==> src/rtl/txr_pkg.sv <==
package txr_pkg;
    localparam int FLAG_READY = 15;
    localparam int FLAG_WRAP  = 13;
    localparam int FLAG_LAST  = 11;

    typedef enum logic [2:0] {
        ST_IDLE,
        ST_D0,
        ST_D0W,
        ST_D1,
        ST_D1W,
        ST_DR,
        ST_DW,
        ST_WB
    } st_e;
endpackage

==> src/rtl/txr_clip.sv <==
module txr_clip #(
    parameter int MAX_FRAME = 2047,
    parameter int CNT_W     = 11
) (
    input  logic [CNT_W-1:0] gathered,
    input  logic [15:0]      req_len,
    output logic [15:0]      take_len,
    output logic             over
);
    localparam int SUM_W = ((CNT_W > 16) ? CNT_W : 16) + 1;

    logic [SUM_W-1:0] sum;
    logic [SUM_W-1:0] room;

    always_comb begin
        sum      = SUM_W'(gathered) + SUM_W'(req_len);
        room     = SUM_W'(MAX_FRAME) - SUM_W'(gathered);
        over     = sum > SUM_W'(MAX_FRAME);
        take_len = over ? 16'(room) : req_len;
    end
endmodule

==> src/rtl/txr_hold.sv <==
module txr_hold (
    input  logic       clk,
    input  logic       rst_n,
    input  logic       push,
    input  logic [7:0] push_byte,
    input  logic       flush,
    output logic       tx_valid,
    output logic [7:0] tx_data,
    output logic       tx_last
);
    typedef struct packed {
        logic       hv;
        logic [7:0] hb;
        logic       ov;
        logic [7:0] ob;
        logic       ol;
    } hold_t;

    hold_t hold_d, hold_q;

    always_comb begin
        hold_d    = hold_q;
        hold_d.ov = 1'b0;
        hold_d.ol = 1'b0;
        if (flush) begin
            if (hold_q.hv) begin
                hold_d.ov = 1'b1;
                hold_d.ob = hold_q.hb;
                hold_d.ol = 1'b1;
            end
            hold_d.hv = 1'b0;
        end else if (push) begin
            if (hold_q.hv) begin
                hold_d.ov = 1'b1;
                hold_d.ob = hold_q.hb;
            end
            hold_d.hb = push_byte;
            hold_d.hv = 1'b1;
        end
    end

    always_ff @(posedge clk) begin
        if (!rst_n) hold_q <= '0;
        else        hold_q <= hold_d;
    end

    assign tx_valid = hold_q.ov;
    assign tx_data  = hold_q.ob;
    assign tx_last  = hold_q.ol;

    a_r4_push_flush_apart: assert property (@(posedge clk) disable iff (!rst_n)
        !(push && flush));
    a_r4_flush_emits_last: assert property (@(posedge clk) disable iff (!rst_n)
        (flush && hold_q.hv) |=> (tx_valid && tx_last));
endmodule

==> src/rtl/txr_engine.sv <==
module txr_engine
    import txr_pkg::*;
#(
    parameter int AW        = 32,
    parameter int MAX_FRAME = 2047
) (
    input  logic          clk,
    input  logic          rst_n,
    input  logic          enable,
    input  logic          kick,
    input  logic          base_wr,
    input  logic [AW-1:0] base_data,
    output logic          mem_req,
    output logic          mem_we,
    output logic [AW-1:0] mem_addr,
    output logic [31:0]   mem_wdata,
    input  logic          mem_ready,
    input  logic          mem_rvalid,
    input  logic [31:0]   mem_rdata,
    output logic          tx_valid,
    output logic [7:0]    tx_data,
    output logic          tx_last,
    output logic          ev_txb,
    output logic          ev_txf,
    output logic          ev_babble
);
    localparam int CNT_W = $clog2(MAX_FRAME + 1);
    localparam logic [AW-1:0] ALIGN = ~AW'(3);

    typedef struct packed {
        st_e              st;
        logic [AW-1:0]    base;
        logic [AW-1:0]    cur;
        logic [AW-1:0]    baddr;
        logic [AW-1:0]    addr;
        logic [31:0]      wdata;
        logic [15:0]      flags;
        logic [15:0]      len;
        logic [15:0]      remain;
        logic [CNT_W-1:0] fcnt;
        logic             pend;
        logic             req;
        logic             we;
        logic             ev_b;
        logic             ev_f;
        logic             ev_bab;
    } eng_t;

    eng_t eng_d, eng_q;

    logic          push;
    logic          flush;
    logic [7:0]    push_byte;
    logic [15:0]   take_len;
    logic          over;
    logic [AW-1:0] next_ptr;
    logic [AW-1:0] next_baddr;

    txr_clip #(.MAX_FRAME(MAX_FRAME), .CNT_W(CNT_W)) u_clip (
        .gathered (eng_q.fcnt),
        .req_len  (eng_q.len),
        .take_len (take_len),
        .over     (over)
    );

    txr_hold u_hold (
        .clk       (clk),
        .rst_n     (rst_n),
        .push      (push),
        .push_byte (push_byte),
        .flush     (flush),
        .tx_valid  (tx_valid),
        .tx_data   (tx_data),
        .tx_last   (tx_last)
    );

    always_comb begin
        eng_d        = eng_q;
        eng_d.ev_b   = 1'b0;
        eng_d.ev_f   = 1'b0;
        eng_d.ev_bab = 1'b0;
        push         = 1'b0;
        flush        = 1'b0;
        push_byte    = 8'(mem_rdata >> {eng_q.baddr[1:0], 3'b000});
        next_ptr     = eng_q.flags[FLAG_WRAP] ? eng_q.base : eng_q.cur + AW'(8);
        next_baddr   = eng_q.baddr + AW'(1);

        if (base_wr) begin
            eng_d.base = base_data & ALIGN;
            eng_d.cur  = base_data & ALIGN;
        end
        if (kick && enable && eng_q.st != ST_IDLE) eng_d.pend = 1'b1;

        case (eng_q.st)
            ST_IDLE: begin
                if (kick && enable) begin
                    eng_d.st   = ST_D0;
                    eng_d.req  = 1'b1;
                    eng_d.we   = 1'b0;
                    eng_d.addr = eng_d.cur;
                end
            end
            ST_D0, ST_D1, ST_DR: begin
                if (mem_ready) begin
                    eng_d.req = 1'b0;
                    eng_d.st  = (eng_q.st == ST_D0) ? ST_D0W :
                                (eng_q.st == ST_D1) ? ST_D1W : ST_DW;
                end
            end
            ST_D0W: begin
                if (mem_rvalid) begin
                    eng_d.len   = mem_rdata[15:0];
                    eng_d.flags = mem_rdata[31:16];
                    if (mem_rdata[16 + FLAG_READY]) begin
                        eng_d.st   = ST_D1;
                        eng_d.req  = 1'b1;
                        eng_d.addr = eng_q.cur + AW'(4);
                    end else if (eng_q.pend) begin
                        eng_d.pend = 1'b0;
                        eng_d.st   = ST_D0;
                        eng_d.req  = 1'b1;
                        eng_d.addr = eng_q.cur;
                    end else begin
                        eng_d.st = ST_IDLE;
                    end
                end
            end
            ST_D1W: begin
                if (mem_rvalid) begin
                    eng_d.baddr  = AW'(mem_rdata);
                    eng_d.remain = take_len;
                    eng_d.ev_bab = over;
                    eng_d.fcnt   = eng_q.fcnt + CNT_W'(take_len);
                    eng_d.req    = 1'b1;
                    if (take_len == '0) begin
                        eng_d.st    = ST_WB;
                        eng_d.we    = 1'b1;
                        eng_d.addr  = eng_q.cur;
                        eng_d.wdata = {eng_q.flags & ~(16'(1) << FLAG_READY), eng_q.len};
                    end else begin
                        eng_d.st   = ST_DR;
                        eng_d.addr = AW'(mem_rdata) & ALIGN;
                    end
                end
            end
            ST_DW: begin
                if (mem_rvalid) begin
                    push         = 1'b1;
                    eng_d.baddr  = next_baddr;
                    eng_d.remain = eng_q.remain - 16'd1;
                    eng_d.req    = 1'b1;
                    if (eng_q.remain == 16'd1) begin
                        eng_d.st    = ST_WB;
                        eng_d.we    = 1'b1;
                        eng_d.addr  = eng_q.cur;
                        eng_d.wdata = {eng_q.flags & ~(16'(1) << FLAG_READY), eng_q.len};
                    end else begin
                        eng_d.st   = ST_DR;
                        eng_d.addr = next_baddr & ALIGN;
                    end
                end
            end
            ST_WB: begin
                if (mem_ready) begin
                    eng_d.ev_b = 1'b1;
                    if (eng_q.flags[FLAG_LAST]) begin
                        flush      = 1'b1;
                        eng_d.ev_f = 1'b1;
                        eng_d.fcnt = '0;
                    end
                    eng_d.cur  = next_ptr;
                    eng_d.st   = ST_D0;
                    eng_d.req  = 1'b1;
                    eng_d.we   = 1'b0;
                    eng_d.addr = next_ptr;
                end
            end
            default: eng_d.st = ST_IDLE;
        endcase
    end

    always_ff @(posedge clk) begin
        if (!rst_n) eng_q <= '0;
        else        eng_q <= eng_d;
    end

    assign mem_req   = eng_q.req;
    assign mem_we    = eng_q.we;
    assign mem_addr  = eng_q.addr;
    assign mem_wdata = eng_q.wdata;
    assign ev_txb    = eng_q.ev_b;
    assign ev_txf    = eng_q.ev_f;
    assign ev_babble = eng_q.ev_bab;

    a_r11_req_held: assert property (@(posedge clk) disable iff (!rst_n)
        (mem_req && !mem_ready) |=> (mem_req && $stable(mem_addr) && $stable(mem_we)
                                     && $stable(mem_wdata)));
    a_r1_no_start: assert property (@(posedge clk) disable iff (!rst_n)
        (eng_q.st == ST_IDLE && !(kick && enable)) |=> !mem_req);
    a_r6_txb_after_write: assert property (@(posedge clk) disable iff (!rst_n)
        ev_txb |-> $past(mem_req && mem_we && mem_ready));
    a_r7_frame_has_buffer: assert property (@(posedge clk) disable iff (!rst_n)
        ev_txf |-> ev_txb);
    a_r5_count_bound: assert property (@(posedge clk) disable iff (!rst_n)
        eng_q.fcnt <= CNT_W'(MAX_FRAME));
    a_r5_full_on_babble: assert property (@(posedge clk) disable iff (!rst_n)
        ev_babble |-> (eng_q.fcnt == CNT_W'(MAX_FRAME)));
    a_r2_stop_keeps_ptr: assert property (@(posedge clk) disable iff (!rst_n)
        ($past(eng_q.st) == ST_D0W && eng_q.st == ST_IDLE && !$past(base_wr))
            |-> $stable(eng_q.cur));
endmodule

==> config.mk <==
export PLATFORM = sky130hd
export DESIGN_NAME = txr_engine
export DESIGN_NICKNAME = d
export VERILOG_FILES = /design/src/rtl/txr_pkg.sv /design/src/rtl/txr_clip.sv /design/src/rtl/txr_hold.sv /design/src/rtl/txr_engine.sv
export SDC_FILE = /design/constraint.sdc
export NUM_CORES = 1
export LEC_CHECK = 0
export CAP_MARGIN = 0
export CORE_ASPECT_RATIO = 0.75
export CORE_MARGIN = 1
export CORE_UTILIZATION = 41
export DETAILED_ROUTE_END_ITERATION = 8
export DONT_BUFFER_PORTS = 1
export GPL_TIMING_DRIVEN = 0
export HOLD_SLACK_MARGIN = 0.12
export PLACE_DENSITY_LB_ADDON = 0.1
export SETUP_SLACK_MARGIN = 0.2
export SYNTH_ARGS = -nofsm -noshare
export SYNTH_HDL_FRONTEND = slang
export SYNTH_SLANG_ARGS = --single-unit
==> constraint.sdc <==
create_clock -name clk -period 9.95 [get_ports clk]
set_input_delay 1.99 -clock clk [delete_from_list [all_inputs] [get_ports clk]]
set_output_delay 1.99 -clock clk [all_outputs]
set_load 0.05 [all_outputs]
==> results by stage <==
Yosys:
- The share of async-settable or async-resettable flops after synthesis is 0.
- After synthesis the netlist holds a flip-flop and latch count of 243.
- The net count after synthesis is 2026.
- The share of synthesized area spent on multiplexers is 0.0600.
- The area share of the leading cell type in the synthesized netlist is 0.333.
- By area the synthesized netlist is led by dfxtp_1 (33%), nand2_1 (7.2%), a21oi_1 (6.4%).
- The synthesized design spends more area on one cell type than any other, namely dfxtp_1.
- Of the total synthesized cell area, the portion taken by XOR and XNOR cells is 0.0443.
- After synthesis, the netlist uses 77 different library cells.
- By count the netlist is led by nand2_1 (281), dfxtp_1 (243), a21oi_1 (187).
- The most frequent cell after synthesis is nand2_1.
- After synthesis, the mean cell area works out to 7.59 sq um.
- Synthesis produced a netlist whose cell count is 1927.
- The fraction of the mapped netlist area in compound gates came to 0.222.
- Of the total synthesized cell area, the portion taken by AND, OR, NAND and NOR gates is 0.228.
- After synthesis, the largest family of logic cells by area is simple AND/OR/NAND/NOR gates.
- Yosys mapped a number of flops with a built-in enable equal to 0.
- The share of synthesized cell area in full adder, half adder and majority cells is 0.0250.
- The mapped netlist covers 0.0146 sq mm.
- For this run, the leading register cell type out of synthesis is dfxtp_1.
- The sequential cell area fraction in the yosys report is 0.333.
- For this run, the number of Yosys warnings is 0.

Timing:
- The setup TNS is 0 ns.
- Timing would allow up to 150 MHz.
- Between clock sinks in the finished design, the worst skew comes to 0.0218 ns.
- The count of final setup violators is 0.
- The final period utilization is 0.669.
- Setup repair after global routing left no endpoint under its margin.
- The final hold violation count was 0.
- The worst path meets setup with 3.29 ns of slack.
- At the pin with the least slew margin, the transition time is 1.41 ns.
- The final worst hold slack is 0.456 ns.
- The relative slew slack is 0.0520.
- The final count of pins violating max slew was 0.
- The worst path in the final design needs a cycle of 6.66 ns, including I/O delays and setup.

Setup path:
- Data on the critical path arrives at its endpoint at 7.15 ns.
- The reg-to-reg critical path endpoint is eng_q[16].
- The critical path is of the reg2reg type.
- The required time at the endpoint of the critical path is 10.44 ns.
- The startpoint type of the worst setup path is a flip-flop.
- The capturing element type of the critical path is a flip-flop.
- The reg2reg setup slack is 3.29 ns.
- The worst register-to-register path has a depth of 21.
- The critical register-to-register path startpoint is eng_q[34].
- The maximum net fanout on the critical path is 10.

Global routing:
- The number of global-route vias before repair is 14200.
- The number of antenna violations at the first check in global routing is 5.
- Across every metal layer, demand over resource in global routing totals 0.367.
- The first global-routing pass estimated 96.7 mm of wire.
- The residual overflow from global routing is 0.
- Entering global routing, the biggest net connects 15 pins.

Placement:
- The wire-length estimate of the detail-placed layout is 50.8 mm.
- At the placement stage, the worst setup path has a slack of 3.47 ns.
- During placement, the flow inserted port buffers numbering 0.
- The routability-driven placement congestion ratio is 1.02.
- The cell area reported after detailed placement is 0.0152 sq mm.
- The number of placed cells counting well taps is 2384.

Detailed routing:
- In this run the remaining antenna-violating nets after routing total 0.
- After the first detailed-routing iteration, the DRC count stood at 2307.
- Using the TritonRoute via totals, the vias-per-cell ratio works out to 6.47.
- The number of iterations in the first detailed-routing pass is 8.
- For this run, design rule violations remaining after detail routing come to 4.
- In the final routed layout, each cell accounts on average for 27.7 microns.
- The routed via count is 15800.
- The total wirelength of the detailed-routed design is 67.4 mm.

CTS:
- For the worst-skew pair, the clock arrives at the later sink with an insertion delay of 0.59 ns.
- After clock tree synthesis, the clock-pin slew on the worst setup and hold paths is 0.06 ns.
- After clock tree synthesis, the setup repair step added 0 buffers.
- The cell sitting at the root of the clock tree is a clkbuf_16.
- The clock tree from TritonCTS is built.
- The post-cts sizing count is 0.
- The number of sinks handled by clock tree synthesis is 243.
- The number of clock buffers added by TritonCTS is 27.
- The clock passes through at most 3 buffers.
- The deepest level of the CTS H-tree is 1.
- The count of hold buffers inserted by post-cts repair is 0.

Worst hold path:
- The startpoint of the worst hold path is mem_wdata[12].
- The tightest min-delay check is of the reg2reg type.
- The path with the worst hold slack has its endpoint at mem_wdata[12].
- The count of cells along the worst hold path is 2.

Finish:
- The ratio of cells with drive above 1 in the final layout is 0.0819.
- Summing all non-filler instances in the final layout gives an area of 0.0162 sq mm.
- The final cell count without fillers is 2435.
- The number of nets in the layout is 2056.
- The area growth from synthesis to layout is 10.8%.

Floorplanning:
- The height of the chip is 166 microns.
- The die boundary width is 220 microns.
- The full die area is 0.0364 sq mm.
- The initial standard-cell utilization of the core is 0.419.
- 150 I/O pins were placed.
- The row count is 59.
- The placeable core region is 0.0349 sq mm.

Pwr:
- The static leakage is 5.86 nW.
- VDD sags by at most 120 uV.
- The total power per unit cell area is 150 mW/mm^2.

Run status:
- The flow ran to the end, but the final reports show violations.
- The checks that failed: design-rule violations.

Run:
- The max-cap check violation count is 0.
==> critical path, stage by stage (launching register included) <==
cell       delay [ns]
dfxtp_1          0.48
inv_1            0.24
fa_1             0.47
nor2b_1          0.13
o2111ai_1        0.12
and4b_1          0.26
or3_1            0.38
a222oi_1         1.00
clkbuf_1         0.53
clkbuf_1         0.35
nand2_1          0.09
o21ai_0          0.20
ha_1             0.36
nor2b_1          0.14
o21ai_0          0.16
nand2b_1         0.11
and3_1           0.21
a2111oi_0        0.59
o41ai_1          0.30
nor4_1           0.24
a31oi_1          0.07
a31oi_1          0.15
==> metrics by stage <==
| stage | total power (W) | util |
|---|---|---|
| after floorplan | 0.00120 | - |
| after global placement | 0.00127 | 0.435 |
| after detailed placement | 0.00128 | 0.435 |
| after CTS | 0.00242 | 0.464 |
| after global routing | 0.00248 | 0.464 |
| final | 0.00242 | 0.464 |
==> flip-flops by register name (all words and copies together) (netlist names) <==
signal,cells
mem_we,1
mem_req,1
ev_txb,1
u_hold.tx_last,1
u_hold.tx_data,8
mem_wdata,31
u_hold.tx_valid,1
ev_txf,1
u_hold.hold_q,9
eng_q,156
ev_babble,1
mem_addr,32
==> layer usage <==
layer | GRT usage | vias up | wire (microns)
li1 | - | 6874 | -
met1 | 0.540 | 7696 | 29700
met2 | 0.509 | 1038 | 26400
met3 | 0.0951 | 154 | 8860
met5 | 0 | - | 11
met4 | 0.119 | 2 | 2410
==> worst max path at each step <==
stage	from	end	slack, ns	cells after the start
finish	eng_q[34]	eng_q[16]	3.29	21
global placement	eng_q[34]	eng_q[16]	3.58	21
detailed placement	eng_q[34]	eng_q[16]	3.47	21
global route	eng_q[33]	eng_q[16]	3.10	22
CTS	eng_q[34]	eng_q[16]	3.46	21
floorplan	eng_q[33]	eng_q[16]	5.14	21
==> layout by cell type (no fill, tap or decap), types with 7 or more instances in the layout <==
cell,count
o21ai_1,36
nand3_1,86
a21oi_1,187
a22oi_1,16
nor2b_1,10
o221ai_1,11
clkbuf_1,125
clkbuf_16,27
or2_2,7
xor2_1,27
nand2b_1,20
a221oi_1,16
ha_1,26
nand4_1,23
mux2i_1,64
nor2_1,164
buf_1,13
inv_1,29
a31oi_1,13
and2_1,10
or3_1,13
o211ai_1,16
dfxtp_1,243
nand2_1,281
xnor2_1,47
nor4_1,19
o22ai_1,19
a22o_1,18
buf_4,72
buf_6,9
and3_1,23
mux4_2,8
a221o_1,11
o21ai_0,116
a211oi_1,26
nor3_1,41
==> area by class of cell <==
| cell class | count | area (sq um) |
|---|---|---|
| antenna | 1 | 2.50 |
| buffer | 219 | 1170 |
| clock buffer | 37 | 763 |
| clock inverter | 12 | 231 |
| fill | 3605 | 18700 |
| inverter | 31 | 116 |
| multi-input combinational | 1434 | 8480 |
| sequential | 243 | 4860 |
| tap | 457 | 572 |
| timing repair buffer | 1 | 5.00 |
==> power breakdown <==
part	switching [W]	total (W)	internal (W)
registers	0.0000228	0.00102	0.000997
logic	0.000174	0.000246	0.0000714
clock network	0.000462	0.00116	0.000694
==> cells by family after synthesis <==
logic type               count (synthesis)
buffers and inverters                  250
multiplexers                            77
AO/OA/AOI/OAI                          531
XOR/XNOR                                74
other                                    1
AND/OR/NAND/NOR                        723
flip-flops                             243
adder cells (fa/ha/maj)                 28
Note: power is estimated with default switching activity, not from simulation.
